<file path="config.mk">
export PLATFORM = sky130hd
export DESIGN_NAME = dma_chan
export DESIGN_NICKNAME = d
export VERILOG_FILES = /design/src/rtl/dma_pkg.sv /design/src/rtl/dma_regfile.sv /design/src/rtl/dma_engine.sv /design/src/rtl/dma_chan.sv
export SDC_FILE = /design/constraint.sdc
export NUM_CORES = 1
export LEC_CHECK = 0
export BUFFER_PORTS_ARGS = -buffer_cell sky130_fd_sc_hd__buf_2
export CAP_MARGIN = 20
export CORE_MARGIN = 2
export CORE_UTILIZATION = 45
export DETAILED_ROUTE_END_ITERATION = 10
export GPL_TIMING_DRIVEN = 0
export PLACE_DENSITY = 0.68
export SLEW_MARGIN = 20
export SYNTH_ARGS = -nofsm -noshare
export SYNTH_HDL_FRONTEND = slang
export SYNTH_HIERARCHICAL = 1
export SYNTH_SLANG_ARGS = --single-unit
export TNS_END_PERCENT = 100
</file>
<file path="constraint.sdc">
create_clock -name clk -period 3.6 [get_ports clk]
set_input_delay 0.72 -clock clk [delete_from_list [all_inputs] [get_ports clk]]
set_output_delay 0.72 -clock clk [all_outputs]
set_load 0.05 [all_outputs]
</file>
<file path="src/rtl/dma_pkg.sv">
package dma_pkg;

    typedef enum logic [1:0] {
        PH_IDLE  = 2'd0,
        PH_READ  = 2'd1,
        PH_WRITE = 2'd2
    } phase_t;

    typedef enum logic [1:0] {
        SZ_BYTE = 2'd0,
        SZ_HALF = 2'd1,
        SZ_WORD = 2'd2,
        SZ_RSVD = 2'd3
    } opsize_t;

    // control word, bit 0 is the start bit
    typedef struct packed {
        logic    cnt_wide;   // 8
        logic    req_en;     // 7
        logic    irq_en;     // 6
        logic    dst_inc;    // 5
        logic    src_inc;    // 4
        opsize_t size;       // 3:2
        logic    burst;      // 1
        logic    go;         // 0
    } ctrl_t;

    localparam logic [2:0] RA_SRC  = 3'd0;
    localparam logic [2:0] RA_DST  = 3'd1;
    localparam logic [2:0] RA_CNT  = 3'd2;
    localparam logic [2:0] RA_CTL  = 3'd3;
    localparam logic [2:0] RA_STAT = 3'd4;

    function automatic logic [2:0] size_bytes(input opsize_t s);
        case (s)
            SZ_BYTE: size_bytes = 3'd1;
            SZ_HALF: size_bytes = 3'd2;
            default: size_bytes = 3'd4;
        endcase
    endfunction

    function automatic logic [31:0] lane_mask(input opsize_t s);
        case (s)
            SZ_BYTE: lane_mask = 32'h0000_00FF;
            SZ_HALF: lane_mask = 32'h0000_FFFF;
            default: lane_mask = 32'hFFFF_FFFF;
        endcase
    endfunction

endpackage

</file>
<file path="src/rtl/dma_regfile.sv">
module dma_regfile
    import dma_pkg::*;
#(
    parameter int AW         = 32,
    parameter int CNT_W      = 24,
    parameter int CNT_NARROW = 16
) (
    input  logic             clk,
    input  logic             rst,
    input  logic             reg_we,
    input  logic [2:0]       reg_addr,
    input  logic [31:0]      reg_wdata,
    input  logic             take,
    input  logic             step,
    input  logic             fin,
    input  logic             err_src,
    input  logic             err_dst,
    output logic [AW-1:0]    src_ptr,
    output logic [AW-1:0]    dst_ptr,
    output logic [CNT_W-1:0] cnt_eff,
    output ctrl_t            ctrl,
    output logic             busy,
    output logic             done,
    output logic             es_flag,
    output logic             ed_flag,
    output logic             last_op,
    output logic             cnt_zero
);
    localparam logic [CNT_W-1:0] NARROW_MASK = CNT_W'((64'd1 << CNT_NARROW) - 64'd1);

    logic [CNT_W-1:0] cnt_q;
    logic [CNT_W-1:0] cnt_mask;
    logic [CNT_W-1:0] step_bytes;
    logic             wr_ok;

    assign cnt_mask   = ctrl.cnt_wide ? '1 : NARROW_MASK;
    assign cnt_eff    = cnt_q & cnt_mask;
    assign step_bytes = CNT_W'(size_bytes(ctrl.size));
    assign last_op    = (cnt_eff <= step_bytes);
    assign cnt_zero   = (cnt_eff == '0);
    assign wr_ok      = !busy && !take;

    always_ff @(posedge clk) begin
        if (rst) begin
            src_ptr <= '0;
            dst_ptr <= '0;
            cnt_q   <= '0;
            ctrl    <= '0;
            busy    <= 1'b0;
            done    <= 1'b0;
            es_flag <= 1'b0;
            ed_flag <= 1'b0;
        end else begin
            if (reg_we && wr_ok) begin
                case (reg_addr)
                    RA_SRC:  src_ptr <= reg_wdata[AW-1:0];
                    RA_DST:  dst_ptr <= reg_wdata[AW-1:0];
                    RA_CNT:  cnt_q   <= reg_wdata[CNT_W-1:0] & cnt_mask;
                    RA_CTL:  ctrl    <= ctrl_t'(reg_wdata[8:0]);
                    RA_STAT: if (reg_wdata[0]) begin
                        done    <= 1'b0;
                        es_flag <= 1'b0;
                        ed_flag <= 1'b0;
                    end
                    default: ;
                endcase
            end
            if (step) begin
                if (ctrl.src_inc) src_ptr <= src_ptr + AW'(step_bytes);
                if (ctrl.dst_inc) dst_ptr <= dst_ptr + AW'(step_bytes);
                cnt_q <= last_op ? '0 : (cnt_eff - step_bytes);
            end
            if (take) begin
                ctrl.go <= 1'b0;
                busy    <= 1'b1;
                done    <= 1'b0;
                es_flag <= 1'b0;
                ed_flag <= 1'b0;
            end
            if (fin) begin
                busy <= 1'b0;
                done <= 1'b1;
                if (err_src) es_flag <= 1'b1;
                if (err_dst) ed_flag <= 1'b1;
            end
        end
    end

endmodule

</file>
<file path="src/rtl/dma_engine.sv">
module dma_engine
    import dma_pkg::*;
#(
    parameter int AW = 32
) (
    input  logic          clk,
    input  logic          rst,
    input  logic          go,
    input  logic          req_en,
    input  logic          dreq,
    input  logic          burst,
    input  logic          cnt_zero,
    input  logic          last_op,
    input  opsize_t       size,
    input  logic [AW-1:0] src_ptr,
    input  logic [AW-1:0] dst_ptr,
    input  logic          mem_ack,
    input  logic          mem_err,
    input  logic [31:0]   mem_rdata,
    output logic          take,
    output logic          step,
    output logic          fin,
    output logic          err_src,
    output logic          err_dst,
    output logic          mem_req,
    output logic          mem_we,
    output logic [AW-1:0] mem_addr,
    output logic [31:0]   mem_wdata
);
    phase_t      ph, ph_nx;
    logic [31:0] hold;

    always_comb begin
        ph_nx   = ph;
        take    = 1'b0;
        step    = 1'b0;
        fin     = 1'b0;
        err_src = 1'b0;
        err_dst = 1'b0;
        case (ph)
            PH_IDLE: begin
                if (go || (req_en && dreq)) begin
                    take = 1'b1;
                    if (cnt_zero) fin = 1'b1;
                    else          ph_nx = PH_READ;
                end
            end
            PH_READ: begin
                if (mem_ack) begin
                    if (mem_err) begin
                        fin     = 1'b1;
                        err_src = 1'b1;
                        ph_nx   = PH_IDLE;
                    end else begin
                        ph_nx = PH_WRITE;
                    end
                end
            end
            PH_WRITE: begin
                if (mem_ack) begin
                    if (mem_err) begin
                        fin     = 1'b1;
                        err_dst = 1'b1;
                        ph_nx   = PH_IDLE;
                    end else begin
                        step = 1'b1;
                        if (last_op) begin
                            fin   = 1'b1;
                            ph_nx = PH_IDLE;
                        end else begin
                            ph_nx = burst ? PH_READ : PH_IDLE;
                        end
                    end
                end
            end
            default: ph_nx = PH_IDLE;
        endcase
    end

    always_ff @(posedge clk) begin
        if (rst) begin
            ph   <= PH_IDLE;
            hold <= '0;
        end else begin
            ph <= ph_nx;
            if (ph == PH_READ && mem_ack && !mem_err)
                hold <= mem_rdata & lane_mask(size);
        end
    end

    assign mem_req   = (ph != PH_IDLE);
    assign mem_we    = (ph == PH_WRITE);
    assign mem_addr  = mem_we ? dst_ptr : src_ptr;
    assign mem_wdata = hold;

endmodule

</file>
<file path="src/rtl/dma_chan.sv">
module dma_chan
    import dma_pkg::*;
#(
    parameter int AW         = 32,
    parameter int CNT_W      = 24,
    parameter int CNT_NARROW = 16
) (
    input  logic          clk,
    input  logic          rst,
    input  logic          reg_we,
    input  logic [2:0]    reg_addr,
    input  logic [31:0]   reg_wdata,
    output logic [31:0]   reg_rdata,
    input  logic          dreq,
    output logic          mem_req,
    output logic          mem_we,
    output logic [AW-1:0] mem_addr,
    output logic [31:0]   mem_wdata,
    output logic [1:0]    mem_size,
    input  logic [31:0]   mem_rdata,
    input  logic          mem_ack,
    input  logic          mem_err,
    output logic          irq
);
    logic [AW-1:0]    src_ptr, dst_ptr;
    logic [CNT_W-1:0] cnt_eff;
    ctrl_t            ctrl;
    logic             busy, done, es_flag, ed_flag;
    logic             last_op, cnt_zero;
    logic             take, step, fin, err_src, err_dst;
    logic             burst;

    assign burst = ctrl.burst;

    dma_regfile #(.AW(AW), .CNT_W(CNT_W), .CNT_NARROW(CNT_NARROW)) u_regs (
        .clk(clk), .rst(rst),
        .reg_we(reg_we), .reg_addr(reg_addr), .reg_wdata(reg_wdata),
        .take(take), .step(step), .fin(fin),
        .err_src(err_src), .err_dst(err_dst),
        .src_ptr(src_ptr), .dst_ptr(dst_ptr), .cnt_eff(cnt_eff), .ctrl(ctrl),
        .busy(busy), .done(done), .es_flag(es_flag), .ed_flag(ed_flag),
        .last_op(last_op), .cnt_zero(cnt_zero)
    );

    dma_engine #(.AW(AW)) u_eng (
        .clk(clk), .rst(rst),
        .go(ctrl.go), .req_en(ctrl.req_en), .dreq(dreq), .burst(burst),
        .cnt_zero(cnt_zero), .last_op(last_op), .size(ctrl.size),
        .src_ptr(src_ptr), .dst_ptr(dst_ptr),
        .mem_ack(mem_ack), .mem_err(mem_err), .mem_rdata(mem_rdata),
        .take(take), .step(step), .fin(fin),
        .err_src(err_src), .err_dst(err_dst),
        .mem_req(mem_req), .mem_we(mem_we), .mem_addr(mem_addr),
        .mem_wdata(mem_wdata)
    );

    assign mem_size = ctrl.size;
    assign irq      = done && ctrl.irq_en;

    always_comb begin
        case (reg_addr)
            RA_SRC:  reg_rdata = 32'(src_ptr);
            RA_DST:  reg_rdata = 32'(dst_ptr);
            RA_CNT:  reg_rdata = 32'(cnt_eff);
            RA_CTL:  reg_rdata = 32'(ctrl);
            RA_STAT: reg_rdata = {28'd0, ed_flag, es_flag, busy, done};
            default: reg_rdata = '0;
        endcase
    end

endmodule

</file>
### Word-level counts from Yosys, hierarchy flattened

Cells that the tools add are included.

| operators by class | value |
|---|---|
| add/sub/neg operators | 3 |
| multiply operators | 0 |
| div/mod/pow operators | 0 |
| $lt $le $gt $ge | 1 |
| equal/unequal tests | 11 |
| shift-type cells | 0 |
| multiplexer cells | 60 |
| bitwise logic cells | 3 |
| reductions and logical operators | 26 |

Operators with widths:

| kind | count |
|---|---|
| $mux W32 | 11 |
| $pmux W32 S5 | 1 |
| $mux W24 | 5 |
| $add A32 B3 Y32 | 2 |
| $pmux W32 S2 | 1 |
| $and A24 B24 Y24 | 2 |
| $and A32 B32 Y32 | 1 |
| $mux W1 | 32 |
| $le A24 B3 Y1 | 1 |
| $logic_not A24 Y1 | 1 |
| $sub A24 B3 Y24 | 1 |
| $mux W2 | 7 |
| $reduce_bool A3 Y1 | 3 |
| $eq A3 B2 Y1 const B | 2 |
| $logic_and A1 B1 Y1 | 6 |
| $ne A2 B2 Y1 const B | 3 |
| $pmux W2 S3 | 1 |
| $pmux W3 S2 | 1 |
| $reduce_bool A2 Y1 | 3 |
| $eq A2 B1 Y1 const B | 2 |
| $logic_not A2 Y1 | 2 |
| $reduce_and A2 Y1 | 2 |
| $reduce_and A4 Y1 | 1 |
| $reduce_or A2 Y1 | 2 |
| other kinds (9) | 11 |

| word-level totals | value |
|---|---|
| register bits | 135 |
| bits in latches | 0 |
| RAM bits | 0 |
| memory bits (read-only) | 0 |
| input port bits | 73 |
| output and inout port bits | 101 |
| word-level logic and storage cells | 121 |
| memories | 0 |

### Longest topological paths before layout

Gate-level depths: netlist (run 1).

| logic depth | value |
|---|---|
| depth in word-level cells | 11 |
| gate-level depth with buffers | 12 |
| depth with buffers taken out | 12 |

### Hierarchy

Netlist (run 1), hierarchy kept.

Modules (own cells, without submodules):

| module | instances | cells an instance | area an instance (µm²) | sequential area each (µm²) |
|---|---|---|---|---|
| dma_regfile | 1 | 798 | 6414.9 | 2021.9 |
| dma_engine | 1 | 201 | 1751.7 | 680.7 |
| dma_chan | 1 | 124 | 897.1 | 0.0 |

### Least setup slack after synthesis (run 1)

No wires, ideal clock.

| path | value |
|---|---|
| path kind | input -> output |
| start point | in reg_addr[1] |
| end point | out reg_rdata[10] |
| data arrival time | 2130 ps |
| data required time | 2880 ps |
| setup slack | 750 ps |
| cell stages on the path | 5 |
| path buffers | 2 |
| path through | clkbuf_2 nor2b_2 buf_2 nand2_1 a21oi_1 |

| between the ends | value |
|---|---|
| longest elaborated chain between the ends | 2 |
| elaborated cells between the ends (all ways) | 6 |
| those cells by class | 4 x eq/ne; 1 x mux; 1 x reduce/logical |

Ends and longest elaborated chain:

| element | RTL line | text |
|---|---|---|
| from (decl) | dma_chan.sv:11 | `input logic [2:0] reg_addr,` |
| $eq A3 B3 Y1, or another cell as far along | dma_chan.sv:61 | `case (reg_addr)` |
| $pmux W32 S5 * | dma_chan.sv:61 |  |
| to (decl) | dma_chan.sv:13 | `output logic [31:0] reg_rdata,` |

Mark *: on every way between the ends. The rest lies on a longest branch, timed or not.

### Worst setup path in the final report (run 1)

| path | value |
|---|---|
| start point | reg u_eng.ph[0] |
| end point | reg u_regs.src_ptr[30] |

| between the ends | value |
|---|---|
| elaborated cells between the ends (all ways) | 10 |
| those cells by class | 1 x eq/ne; 5 x mux; 4 x reduce/logical |

RTL lines:

| element | RTL line | text |
|---|---|---|
| from (decl) | dma_engine.sv:30 | `phase_t ph, ph_nx;` |
| from (signal assigned) | dma_engine.sv:85 | `ph <= ph_nx;` |
| $eq A2 B2 Y1 | dma_engine.sv:40 | `case (ph)` |
| $mux W1 | dma_engine.sv:40 |  |
| via step | dma_chan.sv:30 | `logic take, step, fin, err_src, err_dst;` |
| $mux W32 | dma_regfile.sv:68 | `if (step) begin` |
| to (signal assigned) | dma_regfile.sv:56 | `RA_SRC: src_ptr <= reg_wdata[AW-1:0];` |
| to (signal assigned) | dma_regfile.sv:69 | `if (ctrl.src_inc) src_ptr <= src_ptr + AW'(step_bytes);` |
| to (decl) | dma_regfile.sv:18 | `output logic [AW-1:0] src_ptr,` |

The timed path passes the listed nets, and every way through them passes these cells.
A chain may end at the register's enable or synchronous reset.

==> run metrics, run 1 <==
status complete, no violations; Final Skew 12.73 ps; commonest non-fill, non-tap cell in the layout buf_2; Hold Path Sink u_eng/mem_wdata[31]; RD Place Congestion 0.9663; Met3 Wirelength 4020 um; layout cells sized above 1 25.90%; io pins 174; Rows 51; top_reg_cell synth dfxtp_1; initial antenna violation count 0; final setup margin 118.1 ps; Die Y 145.9 um; RR Endpoint u_regs/src_ptr[30]; Async SR Flop Fraction 0%; final wirelength 33650 um; Crit Path Max Fanout 10; reg-to-reg critical path startpoint u_eng/ph[0]; CTS sink count 135; crit end category register; DR WL met2 14170 um; R2R cell count 11; total chip power 0.003838 W; Worst IR Drop VDD 0.0003595 V; type of origin of the critical path register; cells along the critical path nand2b_1 -> inv_2 -> buf_6 -> nand2_1 -> nor2_1 -> buf_2 -> nand2_2 -> nor3_4 -> nand4_1 -> or4_1 -> a31oi_1; GRT Util Overall 30.20%; initial core utilization 46.27%; MaxCap Viol Count 0; synth warn 6; Mapped Cells 1123; Final Critical Period 3482 ps; Syn Std Cell Area 9064 um^2; Final Hold Fails 0; vias post-DR 9932; hold path depth 2; fill cell count 1875; H-tree Lvls 4; post-route cell area 10850 um^2; placed instance area 10260 um^2; Clock Tree Buf Depth 2; die area 21290 um^2; crit-path max cell delay 570 ps; largest net degree at the start of global routing 17; metal1 wirelength 14310 um; total setup buffers inserted after CTS 0; number of nets in the layout 1400; die width 145.9 um; register area share after synthesis 29.82%; DR iter-0 viols 1307; Remaining DRCs 0; half-perimeter wire length after placement 25160 um; DR top layer met4; setup slack, reg-to-reg 120 ps; fmax 0.2872 GHz; P_leak 4.359 nW; Num CTS Buffers 17; first-pass GRT wire length 50300 um; syn_area_per_cell 8.071 um^2; critical path class reg2reg; Remaining Overflow, GRT 0; Area Overhead vs Synth 19.69%; crit share post-route 96.72%; RSZ-0062 raised after global routing false; DR WL/cell 21.12 um; Synth Net Count 1208; vias per cell 6.235; worst slew pin tran 1104 ps; post-layout util 55.37%; Req. time, crit path 3950 ps; clk_lat worst skew 430 ps; worst hold path type reg2reg; Clock Pin Slew Worst Setup and Hold Paths 70 ps; most frequent cells in the layout buf_2, dfxtp_1, nand2_1, nor2_1, a21oi_1; Cell Pwr Density 353.8 nW/um^2; Cell variety after synth 89; Post-Place Worst Slack 45.46 ps; Root Driver clkbuf_16; Final ANT Viol Nets 0; Core Region 19590 um^2; # port buffers 173; number of synthesized flops with an enable pin 0; slew margin rel. 25.82%; crit path DAT 3840 ps; # diodes 0; Max stage delay cell, worst path or4_1; HP Start u_eng/mem_wdata[31]; Pins Over Slew Limit 0; vias in the first global route 8808; Synth Register Bits 135; Fin Setup TNS 0 ps; drt pass-1 iters 6; final setup violation count 0; CTS tree built
[report_power, final]
part	switching [W]	internal [W]
logic	0.000339	0.000185
clock network	0.000819	0.000929
registers	0.0000456	0.00152
[flip-flops by register name, summed over array words and instances (netlist names), 2 cells and up]
signal and count:
u_regs/ctrl 9, u_eng/mem_wdata 32, u_regs/src_ptr 32, u_regs/cnt_q 24
u_eng/ph 2, u_regs/dst_ptr 32
[stage by stage]
stage / hold slack (ps) / cells
after floorplan: 466.2 / 1123
after global placement: 435.3 / 1561
after detailed placement: 441.5 / 1561
after CTS: 451.5 / 1593
after global routing: 467.6 / 1593
final: 449.8 / 1593
[Yosys cell counts (22+ instances only)]
master	count	area [um^2]
nand3_1	60	300.3
dfxtp_1	135	2703
o21ai_0	27	135.1
nor2_1	100	375.4
nor3_1	32	160.2
nand2_1	122	457.9
clkbuf_1	37	138.9
a31oi_1	22	137.6
mux2i_1	42	420.4
nand4_1	25	156.4
mux2_2	50	563.0
a21oi_1	88	440.4
[layout make-up]
cell class	instances	area [um^2]	share of cell area, %
buffer	86	498.0	4.591
clock buffer	17	425.4	3.922
clock inverter	15	150.1	1.384
inverter	11	41.29	0.3806
multi-input combinational	891	5833	53.77
sequential	135	2703	24.91
tap	265	331.6	3.057
timing repair buffer	173	865.8	7.982
[worst max path at each step]
stage | startpoint | endpoint | cells past startpoint
floorplan | reg_addr[1] | reg_rdata[10] | 5
global placement | dreq | u_regs/src_ptr[17] | 8
detailed placement | dreq | u_regs/src_ptr[17] | 8
CTS | u_eng/ph[0] | u_regs/src_ptr[30] | 11
global route | u_eng/ph[1] | u_regs/src_ptr[30] | 11
finish | u_eng/ph[0] | u_regs/src_ptr[30] | 11
[critical path, delay by kind of cell (launching register included)]
family,cells,cell delay (ps)
flip-flops,1,350
buffers and inverters,3,860
AND/OR/NAND/NOR,7,2030
AO/OA/AOI/OAI,1,160
[cells by family (layout without fill, tap and decap cells)]
| logic type | count (synthesis) | after routing | synth area share, % |
|---|---|---|---|
| fa+ha+maj | 12 | 12 | 1.905 |
| xor+xnor | 17 | 17 | 1.643 |
| flops | 135 | 135 | 29.82 |
| compound gates | 264 | 264 | 19.34 |
| simple gates | 501 | 501 | 29.21 |
| buf+inv | 97 | 302 | 5.950 |
| mux | 97 | 97 | 12.13 |
[routing by layer]
metal  track usage [%]  vias to the layer above
met2             43.40                      689
met1             43.60                     4597
li1                  -                     4559
met5                 0                        -
met3             6.771                       87
met4             12.01                        0
[repair_timing]
item / CTS / global route
setup endpoints to repair: 0 / 2
endpoints found under the hold margin: 0 / 0
resized for setup: 0 / 2
hold buffers: 0 / 0
Note: power is estimated with default switching activity, not from simulation.
==> run 2: changes to the inputs <==
- PLACE_DENSITY: 0.68 -> not set
- PLACE_DENSITY_LB_ADDON: not set -> 0.15
==> run 2 against run 1 <==
Die area unchanged. Clock power grew 6%. Global-route usage is 0.64 points higher. Non-clock buffer count unchanged. Final cell count unchanged. Flip-flop and latch count unchanged. Combinational power decreased by 0.8%. Sequential power about the same. Cell area is 0.25% higher. Total power grew 2.6%. Maximum frequency increased by 2.0%. Sequential share of layout area decreased by 0.063 points.
==> run metrics, run 2 (synthesis results as in run 1) <==
die width 145.9 um (unchanged); Final ANT Viol Nets 0 (unchanged); Req. time, crit path 3940 ps (was 3950 ps); total setup buffers inserted after CTS 0 (unchanged); first-pass GRT wire length 51090 um (was 50300 um); total chip power 0.003938 W (was 0.003838 W); vias in the first global route 8796 (was 8808); Remaining DRCs 0 (unchanged); number of nets in the layout 1400 (unchanged); half-perimeter wire length after placement 25780 um (was 25160 um); drt pass-1 iters 8 (was 6); Rows 51 (unchanged); layout cells sized above 1 25.83% (was 25.90%); Reg area 2703 um^2 (unchanged); crit share post-route 94.86% (was 96.72%); reg-to-reg critical path startpoint u_eng/ph[1] (was u_eng/ph[0]); final setup violation count 0 (unchanged); CTS tree built (unchanged); # port buffers 173 (unchanged); H-tree Lvls 4 (unchanged); DR WL/cell 21.22 um (was 21.12 um); Final Critical Period 3415 ps (was 3482 ps); DR iter-0 viols 1189 (was 1307); MaxCap Viol Count 0 (unchanged); initial core utilization 46.27% (unchanged); final wirelength 33810 um (was 33650 um); critical path class reg2reg (unchanged); most frequent cells in the layout buf_2, dfxtp_1, nand2_1, nor2_1, a21oi_1 (unchanged); fill cell count 1925 (was 1875); commonest non-fill, non-tap cell in the layout buf_2 (unchanged); CTS sink count 135 (unchanged); Remaining Overflow, GRT 0 (unchanged); largest net degree at the start of global routing 17 (unchanged); Fin Setup TNS 0 ps (unchanged); P_leak 4.371 nW (was 4.359 nW); Clock Tree Buf Depth 2 (unchanged); post-layout util 55.52% (was 55.37%); Max stage delay cell, worst path clkbuf_1 (was or4_1); Num CTS Buffers 17 (unchanged); crit end category register (unchanged); crit-path max cell delay 530 ps (was 570 ps); Pins Over Slew Limit 0 (unchanged); slew margin rel. 30.88% (was 25.82%); CTS Hold Bufs 0 (unchanged); status complete, no violations (unchanged); die area 21290 um^2 (unchanged); Crit. Startpoint u_eng/ph[1] (was u_eng/ph[0]); RSZ-0062 raised after global routing false (unchanged); Multi-input gate area 5828 um^2 (was 5833 um^2); Cell Pwr Density 362.1 nW/um^2 (was 353.8 nW/um^2); crit path DAT 3760 ps (was 3840 ps); setup slack, reg-to-reg 180 ps (was 120 ps); type of origin of the critical path register (unchanged); clk_lat worst skew 440 ps (was 430 ps); RR Endpoint u_regs/src_ptr[27] (was u_regs/src_ptr[30]); HP Start u_eng/mem_wdata[22] (was u_eng/mem_wdata[31]); Crit Path Max Fanout 10 (unchanged); GRT Util Overall 30.84% (was 30.20%); fmax 0.2928 GHz (was 0.2872 GHz); Die Y 145.9 um (unchanged); worst hold path type reg2reg (unchanged); hold path depth 2 (unchanged); cells along the critical path nand2b_1 -> inv_2 -> buf_6 -> nand2_1 -> nor2_1 -> buf_2 -> nand2_2 -> nand3_1 -> clkbuf_1 -> o211ai_1 -> a21oi_1 (was nand2b_1 -> inv_2 -> buf_6 -> nand2_1 -> nor2_1 -> buf_2 -> nand2_2 -> nor3_4 -> nand4_1 -> or4_1 -> a31oi_1); io pins 174 (unchanged); Final Hold Fails 0 (unchanged); vias per cell 6.157 (was 6.235); R2R cell count 11 (unchanged); Final Skew 13.31 ps (was 12.73 ps); Root Driver clkbuf_16 (unchanged); # diodes 0 (unchanged); Worst Hold Slack 448.5 ps (was 449.8 ps); Area Overhead vs Synth 19.99% (was 19.69%); Worst IR Drop VDD 0.0003366 V (was 0.0003595 V); vias post-DR 9808 (was 9932); Hold Path Sink u_eng/mem_wdata[22] (was u_eng/mem_wdata[31]); worst slew pin tran 1029 ps (was 1104 ps); RD Place Congestion 0.9912 (was 0.9663); initial antenna violation count 0 (unchanged); Clock Pin Slew Worst Setup and Hold Paths 70 ps (about the same); Core Region 19590 um^2 (unchanged)
-- run 2: cell count changes in the layout (fill, tap and decap cells not counted), sizes merged --
cell	delta
bufinv	+2
inv	-2
-- run 2: worst max path at each step --
stage	endpoint	slack, ps	depth (start not counted)
2_1_floorplan	reg_rdata[10]	750	5
3_3_place_gp	u_regs/src_ptr[27]	70	8
3_5_place_dp	u_regs/src_ptr[27]	40	8
4_1_cts	u_regs/src_ptr[30]	180	11
5_1_grt	u_regs/src_ptr[30]	110	11
6_report	u_regs/src_ptr[27]	180	11
-- run 2: area by class of cell --
| cell class | count | share of cell area [%] |
|---|---|---|
| inverters | 11 | 0.3797 |
| repair buffers | 173 | 7.961 |
| multi-input cells | 891 | 53.59 |
| well taps | 265 | 3.049 |
| clock inverters | 15 | 1.680 |
| flip-flops and latches | 135 | 24.85 |
| clock buffers | 17 | 3.912 |
| plain buffers | 86 | 4.579 |
-- run 2: metal layers --
| metal | share of wire (%) | wire length, um | up-vias | GRT usage (%) |
|---|---|---|---|---|
| li1 | - | - | 4577 | - |
| met1 | 44 | 14860 | 4579 | 43.86 |
| met2 | 42 | 14270 | 582 | 45.21 |
| met3 | 11 | 3578 | 70 | 7.335 |
| met4 | 3.2 | 1098 | 0 | 11.42 |
| met5 | 0 | 0 | - | 0 |
-- run 2: where the power goes --
| group | internal, W | leakage (nW) | switching (W) |
|---|---|---|---|
| clock network | 0.00105 | 0.298 | 0.000797 |
| registers | 0.00152 | 1.09 | 0.0000457 |
| logic | 0.000185 | 2.98 | 0.000335 |
| total | 0.00276 | 4.37 | 0.00118 |
-- run 2: worst max-delay path: cells and delay by family, from the launching register on --
kind | cells | cell delay, ps
compound gates | 2 | 440
buf+inv | 4 | 1350
flops | 1 | 420
simple gates | 5 | 1090
-- run 2: what timing repair did --
item | CTS | global route
resized for setup | 0 | 1
setup endpoints to repair | 0 | 1
endpoints found under the hold margin | 0 | 0
-- run 2: per-stage QoR --
stage / cells / area (um^2) / setup WS, ps
after floorplan: 1123 / 9064 / 750.3
after global placement: 1561 / 10260 / 70.78
after detailed placement: 1561 / 10260 / 39.54
after CTS: 1593 / 10870 / 175.5
after global routing: 1593 / 10880 / 113.6
final: 1593 / 10880 / 184.9
==> run 3: changes to the inputs <==
- CORE_UTILIZATION: 45 -> 35
- SYNTH_HIERARCHICAL: 1 -> not set
==> run 3 against run 2 <==
Sequential share of layout area barely moved. Synthesized cell count increased by 6.1%. Via count grew 5.6%. Clock skew fell by 1.2 ps. Sequential power barely moved. Combinational power is 7.5% higher. Critical path depth fell by 3. First-iteration DRC count shrank 9.8%. Die area increased by 25%. Largest cell class unchanged.
==> run metrics, run 3 <==
RD Place Congestion 0.9310 (was 0.9912); P_leak 4.410 nW (was 4.371 nW); Rows 58 (was 51); synth warn 0 (was 6); combinational group share of total power 13.0% (was 13.2%); clk_lat worst skew 430 ps (was 440 ps); Simple-Gate Fraction of Synth Area 29.53% (was 29.21%); drt pass-1 iters 5 (was 8); number of synthesized flops with an enable pin 0 (unchanged); total net switching power 0.001176 W (was 0.001178 W); Area Overhead vs Synth 23.10% (was 19.99%); first-pass GRT wire length 57160 um (was 51090 um); Synth Net Count 1277 (was 1208); Root Driver clkbuf_16 (unchanged); DR WL/cell 22.13 um (was 21.22 um); setup slack, reg-to-reg 220 ps (was 180 ps); post-synth top area share 30.54% (was 29.82%); Final Hold Fails 0 (unchanged); most frequent cells in the layout buf_2, nand2_1, dfxtp_1, nor2_1, a21oi_1 (was buf_2, dfxtp_1, nand2_1, nor2_1, a21oi_1); Post-Synth XOR/XNOR Area 1.781% (was 1.643%); # diodes 0 (unchanged); crit share post-route 95.69% (was 94.86%); vias post-DR 10354 (was 9808); Clock Pin Slew Worst Setup and Hold Paths 70 ps (about the same); largest net degree at the start of global routing 17 (unchanged); DR iter-0 viols 1073 (was 1189); switching share of power 27.40% (was 29.91%); Final Critical Period 3445 ps (was 3415 ps); worst slew pin tran 1024 ps (was 1029 ps); status complete, no violations (unchanged); Fin Setup TNS 0 ps (unchanged); Clock Tree Buf Depth 2 (unchanged); CTS sink count 135 (unchanged); HP Start u_eng.mem_wdata[28] (was u_eng/mem_wdata[22]); largest family of logic cells by synthesized area simple AND/OR/NAND/NOR gates (unchanged); layout cells sized above 1 19.41% (was 25.83%); Final Skew 12.12 ps (was 13.31 ps); die area 26570 um^2 (was 21290 um^2); critical path class in2out (was reg2reg); Synth Register Bits 135 (unchanged); number of nets in the layout 1468 (was 1400); worst hold path type reg2reg (unchanged); Remaining Overflow, GRT 0 (unchanged); Syn Std Cell Area 8850 um^2 (was 9064 um^2); top cells by area, synth dfxtp_1, nand2_1, a21oi_1 (was dfxtp_1, mux2_2, nand2_1); CTS tree built (unchanged); hold path depth 2 (unchanged); Crit Path Max Fanout 12 (was 10); part of the power in registers 36.6% (was 39.8%); final setup violation count 0 (unchanged); Cell Pwr Density 394.1 nW/um^2 (was 362.1 nW/um^2); Mapped Cells 1192 (was 1123); leading area contributor after synthesis dfxtp_1 (unchanged); Core Region 25040 um^2 (was 19590 um^2); Hold Path Sink u_eng.mem_wdata[28] (was u_eng/mem_wdata[22]); Pins Over Slew Limit 0 (unchanged); Req. time, crit path 2880 ps (was 3940 ps); Num CTS Buffers 17 (unchanged); MaxCap Viol Count 0 (unchanged); # port buffers 172 (was 173); final wirelength 38190 um (was 33810 um); Final ANT Viol Nets 0 (unchanged); reg-to-reg critical path startpoint u_regs.ctrl[2] (was u_eng/ph[1]); R2R cell count 10 (was 11); fmax 0.2903 GHz (was 0.2928 GHz); GRT Util Overall 28.53% (was 30.84%); Cell variety after synth 75 (was 89); syn_area_per_cell 7.424 um^2 (was 8.071 um^2); crit end category output port (was register); CTS Hold Bufs 0 (unchanged); RSZ-0062 raised after global routing false (unchanged); top_reg_cell synth dfxtp_1 (unchanged); internal power 0.003117 W (was 0.002761 W); Synth Area in Adders 1.951% (was 1.905%); type of origin of the critical path input pin (was register); most common cell in the netlist nand2_1 (was dfxtp_1); RR Endpoint u_regs.cnt_q[14] (was u_regs/src_ptr[27]); commonest cells in the netlist nand2_1, dfxtp_1, nor2_1, a21oi_1, clkbuf_1 (was dfxtp_1, nand2_1, nor2_1, a21oi_1, nand3_1); crit path DAT 2720 ps (was 3760 ps); slew margin rel. 31.21% (was 30.88%); Post-Layout Cell Count 1726 (was 1593); Clk pwr share 50.4% (was 47.0%); dpl cells 1694 (was 1561); initial antenna violation count 0 (unchanged); half-perimeter wire length after placement 28780 um (was 25780 um); Worst IR Drop VDD 0.0002915 V (was 0.0003366 V); Async SR Flop Fraction 0% (unchanged); vias per cell 5.999 (was 6.157); io pins 174 (unchanged); multiplexer share of the synthesized area 8.483% (was 12.13%); Die Y 163.0 um (was 145.9 um); vias in the first global route 9481 (was 8796); Compound-Gate Fraction of Synth Area 22.24% (was 19.34%); die width 163.0 um (was 145.9 um); Remaining DRCs 0 (unchanged); H-tree Lvls 4 (unchanged); register area share after synthesis 30.54% (was 29.82%); initial core utilization 35.35% (was 46.27%)
## run 3: changes by cell type after synthesis, moves of 12 or more
cell / delta
mux2_2: -31
nand2_1: +62
buf_4: -16
o21ai_0: +13
clkbuf_1: +46
nor4_1: +14
a211oi_1: +12
nor2_1: +17
## run 3: logic make-up after synthesis
| kind of cell | Yosys count |
|---|---|
| compound gates | 299 |
| xor+xnor | 18 |
| fa+ha+maj | 12 |
| buf+inv | 121 |
| flops | 135 |
| mux | 66 |
| simple gates | 541 |
## run 3: cell type report
cell class / count / area (um^2)
fill: 2660 / 14140
multi-input combinational: 936 / 5713
sequential: 135 / 2703
timing repair buffer: 175 / 883.3
clock buffer: 20 / 456.7
buffer: 101 / 412.9
tap: 330 / 412.9
clock inverter: 12 / 245.2
inverter: 17 / 67.56
## run 3: layer usage
layer | global-route usage (%) | vias up | part of all wire (%)
met3 | 5.663 | 93 | 9.2
met4 | 12.43 | 0 | 4.0
li1 | - | 4784 | -
met5 | 0 | - | 0
met2 | 44.07 | 550 | 43
met1 | 38.64 | 4927 | 44
## run 3: worst max-delay path by stage
stage | start | endpoint
global route | reg_addr[0] | reg_rdata[22]
floorplan | reg_addr[0] | reg_rdata[18]
CTS | u_eng.ph[0] | mem_addr[9]
global placement | reg_addr[0] | reg_rdata[23]
detailed placement | reg_addr[0] | reg_rdata[22]
finish | reg_addr[0] | reg_rdata[22]
## run 3: power groups by stage
stage / combinational (W) / sequential [W] / clock (W)
2_1_floorplan: 0.000347 / 0.00159 / 0
6_report: 0.000559 / 0.00157 / 0.00216
3_5_place_dp: 0.000545 / 0.00160 / 0
5_1_grt: 0.000598 / 0.00157 / 0.00224
3_3_place_gp: 0.000542 / 0.00160 / 0
4_1_cts: 0.000548 / 0.00157 / 0.00217
## run 3: worst max-delay path: stages
cell	delay, ps
buf_2	310
clkbuf_2	410
buf_2	410
mux2i_1	340
nor2_1	70
a31oi_1	160
nor2_1	50
buf_2	230
## run 3: metrics by stage
stage	cell area (um^2)	utilization [%]	power (W)	worst slack (ps)	hold WS (ps)
after CTS	10860	43.38	0.004286	19.63	449.8
after global routing	10890	43.51	0.004409	23.59	466.5
after global placement	10120	40.43	0.002143	-456.5	435.3
final	10890	43.51	0.004293	155.0	447.6
after floorplan	8850	-	0.001935	187.5	444.4
after detailed placement	10130	40.46	0.002147	-503.7	442.1
## run 3: what timing repair did
item                                    in CTS  in global routing
gates resized for setup                      7                  8
setup buffers                                0                  3
endpoints found under the setup margin      52                 72
